[config.mk]
export PLATFORM = sky130hd
export DESIGN_NAME = cfg_chain_rx
export DESIGN_NICKNAME = d
export VERILOG_FILES = /design/src/rtl/cfgchain_pkg.sv /design/src/rtl/cc_pre_detect.sv /design/src/rtl/cc_frame_asm.sv /design/src/rtl/cc_out_stage.sv /design/src/rtl/cfg_chain_rx.sv
export SDC_FILE = /design/constraint.sdc
export NUM_CORES = 1
export LEC_CHECK = 0
export BUFFER_PORTS_ARGS = -buffer_cell sky130_fd_sc_hd__buf_4
export CAP_MARGIN = 0
export CORE_MARGIN = 2
export CORE_UTILIZATION = 66
export CTS_CLUSTER_SIZE = 25
export DETAILED_ROUTE_END_ITERATION = 12
export GPL_TIMING_DRIVEN = 0
export PLACE_DENSITY = 0.85
export SYNTH_ARGS = -nofsm -noshare
export SYNTH_HDL_FRONTEND = slang
export SYNTH_SLANG_ARGS = --single-unit
[constraint.sdc]
create_clock -name clk -period 5 [get_ports clk]
set_input_delay 1.5 -clock clk [delete_from_list [all_inputs] [get_ports clk]]
set_output_delay 1.5 -clock clk [all_outputs]
set_load 0.005 [all_outputs]
[src/rtl/cfgchain_pkg.sv]
package cfgchain_pkg;

    typedef enum logic [1:0] {
        ST_HUNT,
        ST_LEN,
        ST_BODY,
        ST_DONE
    } rx_state_e;

    typedef enum logic {
        SEL_MARK,
        SEL_PASS
    } out_sel_e;

    function automatic logic pick_out(input out_sel_e sel, input logic bit_in);
        return (sel == SEL_PASS) ? bit_in : 1'b1;
    endfunction

endpackage

[src/rtl/cc_pre_detect.sv]
module cc_pre_detect #(
    parameter int          PAT_W = 8,
    parameter logic [PAT_W-1:0] PAT = 8'hF2
) (
    input  logic clk,
    input  logic rst,
    input  logic din,
    output logic hit
);
    logic [PAT_W-2:0] hist_q;

    always_ff @(posedge clk) begin
        if (rst) hist_q <= '1;
        else     hist_q <= {hist_q[PAT_W-3:0], din};
    end

    assign hit = ({hist_q, din} == PAT);
endmodule

[src/rtl/cc_frame_asm.sv]
module cc_frame_asm #(
    parameter int FRAME_LEN = 16,
    parameter int NFRAMES   = 4,
    localparam int BW = (FRAME_LEN > 1) ? $clog2(FRAME_LEN) : 1,
    localparam int AW = (NFRAMES > 1) ? $clog2(NFRAMES) : 1
) (
    input  logic                 clk,
    input  logic                 rst,
    input  logic                 en,
    input  logic                 din,
    output logic                 wr_en,
    output logic [AW-1:0]        wr_addr,
    output logic [FRAME_LEN-1:0] wr_data
);
    logic [FRAME_LEN-2:0] part_q;
    logic [BW-1:0]        pos_q;
    logic [AW-1:0]        fidx_q;
    logic                 last;

    assign last = (pos_q == BW'(FRAME_LEN - 1));

    always_ff @(posedge clk) begin
        if (rst) begin
            part_q  <= '0;
            pos_q   <= '0;
            fidx_q  <= '0;
            wr_en   <= 1'b0;
            wr_addr <= '0;
            wr_data <= '0;
        end else begin
            wr_en <= 1'b0;
            if (en) begin
                part_q <= {part_q[FRAME_LEN-3:0], din};
                if (last) begin
                    pos_q   <= '0;
                    fidx_q  <= fidx_q + 1'b1;
                    wr_en   <= 1'b1;
                    wr_addr <= fidx_q;
                    wr_data <= {part_q, din};
                end else begin
                    pos_q <= pos_q + 1'b1;
                end
            end
        end
    end
endmodule

[src/rtl/cc_out_stage.sv]
module cc_out_stage (
    input  logic clk,
    input  logic rst,
    input  logic bit_d,
    output logic bit_q,
    output logic dout
);
    always_ff @(posedge clk) begin
        if (rst) bit_q <= 1'b1;
        else     bit_q <= bit_d;
    end

    always_ff @(negedge clk) begin
        if (rst) dout <= 1'b1;
        else     dout <= bit_q;
    end
endmodule

[src/rtl/cfg_chain_rx.sv]
module cfg_chain_rx
    import cfgchain_pkg::*;
#(
    parameter int               PAT_W     = 8,
    parameter logic [PAT_W-1:0] PAT       = 8'hF2,
    parameter int               LEN_W     = 24,
    parameter int               FRAME_LEN = 16,
    parameter int               NFRAMES   = 4,
    localparam int CAP = FRAME_LEN * NFRAMES,
    localparam int AW  = (NFRAMES > 1) ? $clog2(NFRAMES) : 1,
    localparam int IW  = $clog2(LEN_W)
) (
    input  logic                 clk,
    input  logic                 rst,
    input  logic                 din,
    output logic                 dout,
    output logic                 wr_en,
    output logic [AW-1:0]        wr_addr,
    output logic [FRAME_LEN-1:0] wr_data,
    output logic                 done,
    output logic                 err
);
    localparam logic [LEN_W-1:0] CAP_L = LEN_W'(CAP);

    rx_state_e        state_q, state_n;
    logic [IW-1:0]    idx_q, idx_n;
    logic [LEN_W-1:0] len_q, len_n, len_shift;
    logic [LEN_W-1:0] cnt_q, cnt_n;
    logic             done_n, err_n;
    logic             hit, load_en, out_d, out_q;
    out_sel_e         sel;

    cc_pre_detect #(.PAT_W(PAT_W), .PAT(PAT)) u_det (
        .clk(clk), .rst(rst), .din(din), .hit(hit)
    );

    cc_frame_asm #(.FRAME_LEN(FRAME_LEN), .NFRAMES(NFRAMES)) u_asm (
        .clk(clk), .rst(rst), .en(load_en), .din(din),
        .wr_en(wr_en), .wr_addr(wr_addr), .wr_data(wr_data)
    );

    assign len_shift = {len_q[LEN_W-2:0], din};

    always_comb begin
        state_n = state_q;
        idx_n   = idx_q;
        len_n   = len_q;
        cnt_n   = cnt_q;
        done_n  = done;
        err_n   = err;
        load_en = 1'b0;
        sel     = SEL_MARK;
        case (state_q)
            ST_HUNT: begin
                sel = SEL_PASS;
                if (hit) begin
                    state_n = ST_LEN;
                    idx_n   = '0;
                end
            end
            ST_LEN: begin
                sel   = SEL_PASS;
                len_n = len_shift;
                idx_n = idx_q + 1'b1;
                if (idx_q == IW'(LEN_W - 1)) begin
                    cnt_n = '0;
                    if (len_shift == '0) begin
                        state_n = ST_DONE;
                        done_n  = 1'b1;
                        err_n   = 1'b1;
                    end else begin
                        state_n = ST_BODY;
                    end
                end
            end
            ST_BODY: begin
                cnt_n = cnt_q + 1'b1;
                if (cnt_q < CAP_L) load_en = 1'b1;
                else               sel     = SEL_PASS;
                if (cnt_n == len_q) begin
                    state_n = ST_DONE;
                    done_n  = 1'b1;
                    err_n   = (len_q < CAP_L);
                end
            end
            default: sel = SEL_MARK;
        endcase
        out_d = pick_out(sel, din);
    end

    always_ff @(posedge clk) begin
        if (rst) begin
            state_q <= ST_HUNT;
            idx_q   <= '0;
            len_q   <= '0;
            cnt_q   <= '0;
            done    <= 1'b0;
            err     <= 1'b0;
        end else begin
            state_q <= state_n;
            idx_q   <= idx_n;
            len_q   <= len_n;
            cnt_q   <= cnt_n;
            done    <= done_n;
            err     <= err_n;
        end
    end

    cc_out_stage u_out (
        .clk(clk), .rst(rst), .bit_d(out_d), .bit_q(out_q), .dout(dout)
    );
endmodule

==> reports/results.tsv, run 1 <==
metric	value	unit
post_cts_buffers	0	
crit_type	reg2out	
finalPower	1.54	mW
clockRootBuffer	clkbuf_8	
gp_congestion	0.956	
crit_fanout	1	
fp-row-count	32	
syn_to_final_growth	9.90	%
detail-route-antenna-nets	0	
p_leak	2.01	nW
drt-wirelength-per-cell	15.9	um
netlist_top_cells_area	dfxtp_1, mux2i_1, nor2_1	
drt_iter0_markers	247	
antennaDiodeCount	0	
fin_worst_skew	0.0311	ns
synth_edf_count	0	
ys_ff_latch	106	
ff2ff_path_depth	10	
place_area	5440	um2
grt_pass1_vias	4042	
setup_viol	0	
drt_pre_antenna_iters	5	
synth_top_area_share	41.4	%
fillers	570	
final_area	5640	um2
syn_area_per_cell	8.45	um2
ys.warnings.count	0	
cts_hold_buf	0	
grt_max_degree	19	
yosysUniqueCellTypes	64	
synth_cells	607	
status	complete, no violations	
crit_required	3.50	ns
setup_slack	0.172	ns
wl	11900	um
clock_latency	0.42	ns
die_h	92.2	um
highest_layer	met4	
nets	652	
initial_utilization	67.1	%
grt_pass1_wl	19300	um
synth_top_cell_by_area	dfxtp_1	
ys_async_sr_fraction	0	%
postCtsResizedCells	0	
cts.clk_slew.worst_paths	0.11	ns
yosysMostFrequentCell	dfxtp_1	
cts_sinks	106	
critPathBufInv	1	
die_x	92.2	um
viasPerCell	6.01	
maxSlewHeadroom	53.1	%
cp_top_family	flip-flops	
dr_wl_met2	5500	um
worst_setup_path_end_kind	primary output	
antenna_found_initial	0	
worst_hold_path_type	reg2reg	
drc	0	
crit_slowest_cell	dfxtp_1	
grt_usage	28.5	%
portBuffers	24	
arrival	3.33	ns
cts_max_path_buffers	2	
wl_met1	5320	um
drv_cap	0	
power.density	274	nW/um2
dp_slack	0.224	ns
crit_chain	buf_4	
synth_common_cells	dfxtp_1, nor2_1, nand2_1	
syn_nets	617	
cp_slowest_stage_delay	0.29	ns
vias	4504	
numCtsBuffers	9	
worst_slew_pin_slew	0.698	ns
hpwl	8440	um
finalMaxSlewViolations	0	
path_depth	1	
core-area	7650	um2
syn_area	5130	um2
dieArea	8490	um2
fin_setup_tns	0	ns
cts.htree.levels	3	
overflow	0	
regArea	2120	um2
yosys_most_used_dff	dfxtp_1	
min_path_cells	1	
peakVddDrop	0.184	mV
rsz0062_at_grt	no	
cp-start-kind	flip-flop	
cts_tree	done	
drive_above_1_share	12.4	%
ys_seq_area_share	41.4	%
routed-wl-met3	722	um
multi_input_area	2790	um2
hold_violations	0	
top_level_ports	25	
kinds of logic (layout without fill, tap and decap cells):
| group | count (synthesis) | after routing | share of synthesized area, % |
|---|---|---|---|
| buf+inv | 53 | 93 | 4.32 |
| compound gates | 106 | 106 | 13.0 |
| mux | 42 | 42 | 8.22 |
| xor+xnor | 37 | 37 | 6.32 |
| fa+ha+maj | 7 | 7 | 1.71 |
| simple gates | 256 | 256 | 25.0 |
| flops | 106 | 106 | 41.4 |
final cells by class:
cell class | instances | share of cell area (%)
Multi-Input combinational cell | 448 | 49.4
Sequential cell | 106 | 37.6
Buffer | 45 | 3.40
Timing Repair Buffer | 24 | 3.20
Tap cell | 102 | 2.26
Clock buffer | 9 | 2.20
Clock inverter | 8 | 1.42
Inverter | 7 | 0.466
final timing paths:
check	startpoint	to	slack [ns]
min reg2reg	u_det.hist_q[0]	u_det.hist_q[1]	0.44
max reg2reg	cnt_q[0]	state_q[1]	1.82
min	u_det.hist_q[0]	u_det.hist_q[1]	0.44
max	u_out.dout	dout	0.17
state kept, by name (all words and copies together) (netlist names):
| signal | flops |
|---|---|
| u_asm.wr_addr | 2 |
| u_asm.part_q | 15 |
| u_det.hist_q | 7 |
| idx_q | 5 |
| u_out.bit_q | 1 |
| u_asm.wr_en | 1 |
| state_q | 2 |
| len_q | 24 |
| err | 1 |
| u_asm.wr_data | 16 |
| done | 1 |
| u_asm.fidx_q | 2 |
| u_out.dout | 1 |
| cnt_q | 24 |
| u_asm.pos_q | 4 |
per-stage QoR:
stage | utilization [%] | std cells | hold WS, ns
floorplan | - | 607 | 0.405
global placement | 71.1 | 733 | 0.412
detailed placement | 71.1 | 733 | 0.420
CTS | 73.7 | 749 | 0.435
global route | 73.7 | 749 | 0.457
finish | 73.7 | 749 | 0.436
power by group:
part           internal (mW)  switching (mW)
logic                 0.0479          0.0918
registers              0.852         0.00609
clock network          0.236           0.310
routing by layer:
layer	vias to the layer above	GRT usage, %
met4	0	12.8
met1	2134	37.6
li1	2190	-
met5	-	0
met3	29	5.34
met2	151	45.5
placed cells by master (no fill, tap or decap), types with 14 or more instances in the layout:
master	instances
a21oi_1	47
buf_4	26
clkbuf_1	29
dfxtp_1	106
mux2i_1	41
nand2_1	72
nand3_1	14
nor2_1	77
nor3_1	14
nor4_1	18
o21ai_0	20
xnor2_1	20
xor2_1	17
No activity file was read; power rests on OpenSTA's default activity.
==> inputs of run 2 (changes only) <==
Settings changed: PLACE_DENSITY 0.85 to 0.91.
==> run 2 against run 1 <==
Sequential share of layout area did not move. Non-clock buffer count is the same. Count of clock-buffer cells in the layout increased by 1. Critical path type unchanged.
==> reports/results.tsv, run 2 (synthesized netlist as in run 1, its figures left out) <==
metric	value	unit	change
status	complete, no violations		
drive_above_1_share	12.4	%	unchanged
clockRootBuffer	clkbuf_8		
rsz0062_at_grt	no		
power.density	272	nW/um2	-0.73%
grt_pass1_wl	20400	um	+5.4%
use_met3	5.92	%	+0.58 points
cp_slowest_stage_delay	0.29	ns	about the same
initial_utilization	67.1	%	unchanged
fillers	587		+3.0%
fin_util	73.7	%	unchanged
vias	4602		+2.2%
cts_max_path_buffers	2		unchanged
antenna_found_initial	0		unchanged
grt_usage	30.2	%	+1.7 points
cts_tree	done		
grt_max_degree	21		+2
crit_fanout	1		unchanged
hold_violations	0		unchanged
die_h	92.2	um	unchanged
grt_pass1_vias	4263		+5.5%
viasPerCell	6.14		+2.2%
finalPower	1.53	mW	-0.73%
placed_cells	733		unchanged
busiest_layer	met2		
hpwl	8730	um	+3.4%
cp_top_family	flip-flops		
p_leak	2.02	nW	+0.35%
crit_type	reg2out		
wl	12500	um	+5.0%
holdWs	0.447	ns	+0.0103 ns
worst_hold_path_type	reg2reg		
place_area	5440	um2	unchanged
nets	652		unchanged
met1_usage	38.9	%	+1.3 points
maxSlewHeadroom	46.8	%	-6.3 points
final_common_cell	dfxtp_1		
postCtsResizedCells	0		unchanged
cp-start-kind	flip-flop		
use_met2	49.8	%	+4.3 points
peakVddDrop	0.193	mV	+4.8%
clock_latency	0.41	ns	about the same
core-area	7650	um2	unchanged
drt_pre_antenna_iters	5		unchanged
die_x	92.2	um	unchanged
drt-wirelength-per-cell	16.7	um	+5.0%
overflow	0		unchanged
drc	0		unchanged
post_cts_buffers	0		unchanged
gp_congestion	0.938		-1.9%
fin_cells	749		unchanged
detail-route-antenna-nets	0		unchanged
dieArea	8490	um2	unchanged
cts.clk_slew.worst_paths	0.11	ns	about the same
critPathBufInv	1		unchanged
cts_sinks	106		unchanged
fin_setup_tns	0	ns	unchanged
crit_slowest_cell	dfxtp_1		
top_regs	cnt_q x24, len_q x24, u_asm.wr_data x16		
drv_cap	0		unchanged
syn_to_final_growth	9.90	%	unchanged
crit_chain	buf_4		
fin_worst_skew	0.0396	ns	+0.00853 ns
numCtsBuffers	9		unchanged
arrival	3.33	ns	about the same
worst_setup_path_end_kind	primary output		
finalMaxSlewViolations	0		unchanged
setup_viol	0		unchanged
antennaDiodeCount	0		unchanged
cts_hold_buf	0		unchanged
top_level_ports	25		unchanged
final_area	5640	um2	unchanged
dp_slack	0.225	ns	+0.000996 ns
fp-row-count	32		unchanged
mostFrequentLayoutCells	dfxtp_1, nor2_1, nand2_1		
crit_required	3.50	ns	about the same
portBuffers	24		unchanged
cts.htree.levels	3		unchanged
worst_slew_pin_slew	0.793	ns	+0.0955 ns
drt_iter0_markers	307		+24%
setup_slack	0.172	ns	-0.000916 ns
## run 2: changes by cell type in the layout (fill, tap and decap cells not counted), sizes merged
cell / change
inv: +3
clkbuf: +1
clkinvlp: -2
bufinv: -1
clkinv: -1
## run 2: path summary, 6_finish.rpt
| path | startpoint | end | slack (ns) | cells after the start |
|---|---|---|---|---|
| max | u_out.dout | dout | 0.17 | 1 |
| min | u_det.hist_q[0] | u_det.hist_q[1] | 0.45 | 1 |
| max reg2reg | cnt_q[0] | state_q[1] | 1.78 | 10 |
| min reg2reg | u_det.hist_q[0] | u_det.hist_q[1] | 0.45 | 1 |
## run 2: power by group
part / total (mW) / switching [mW] / internal, mW
registers: 0.859 / 0.00609 / 0.852
clock network: 0.536 / 0.324 / 0.213
logic: 0.139 / 0.0909 / 0.0479
total: 1.53 / 0.421 / 1.11
## run 2: area by class of cell
type,instances,area [um2],share of cell area (%)
multi-input combinational,448,2790,49.4
buffer,45,191,3.40
tap,102,128,2.26
sequential,106,2120,37.6
inverter,7,26.3,0.466
clock buffer,10,138,2.44
timing repair buffer,24,180,3.20
clock inverter,7,66.3,1.18
## run 2: per-layer routing
| metal | share of wire, % | up-vias | wire length (um) |
|---|---|---|---|
| li1 | - | 2193 | - |
| met1 | 43 | 2169 | 5430 |
| met2 | 47 | 197 | 5890 |
| met3 | 6.5 | 43 | 811 |
| met4 | 3.0 | 0 | 372 |
| met5 | 0 | - | 0 |
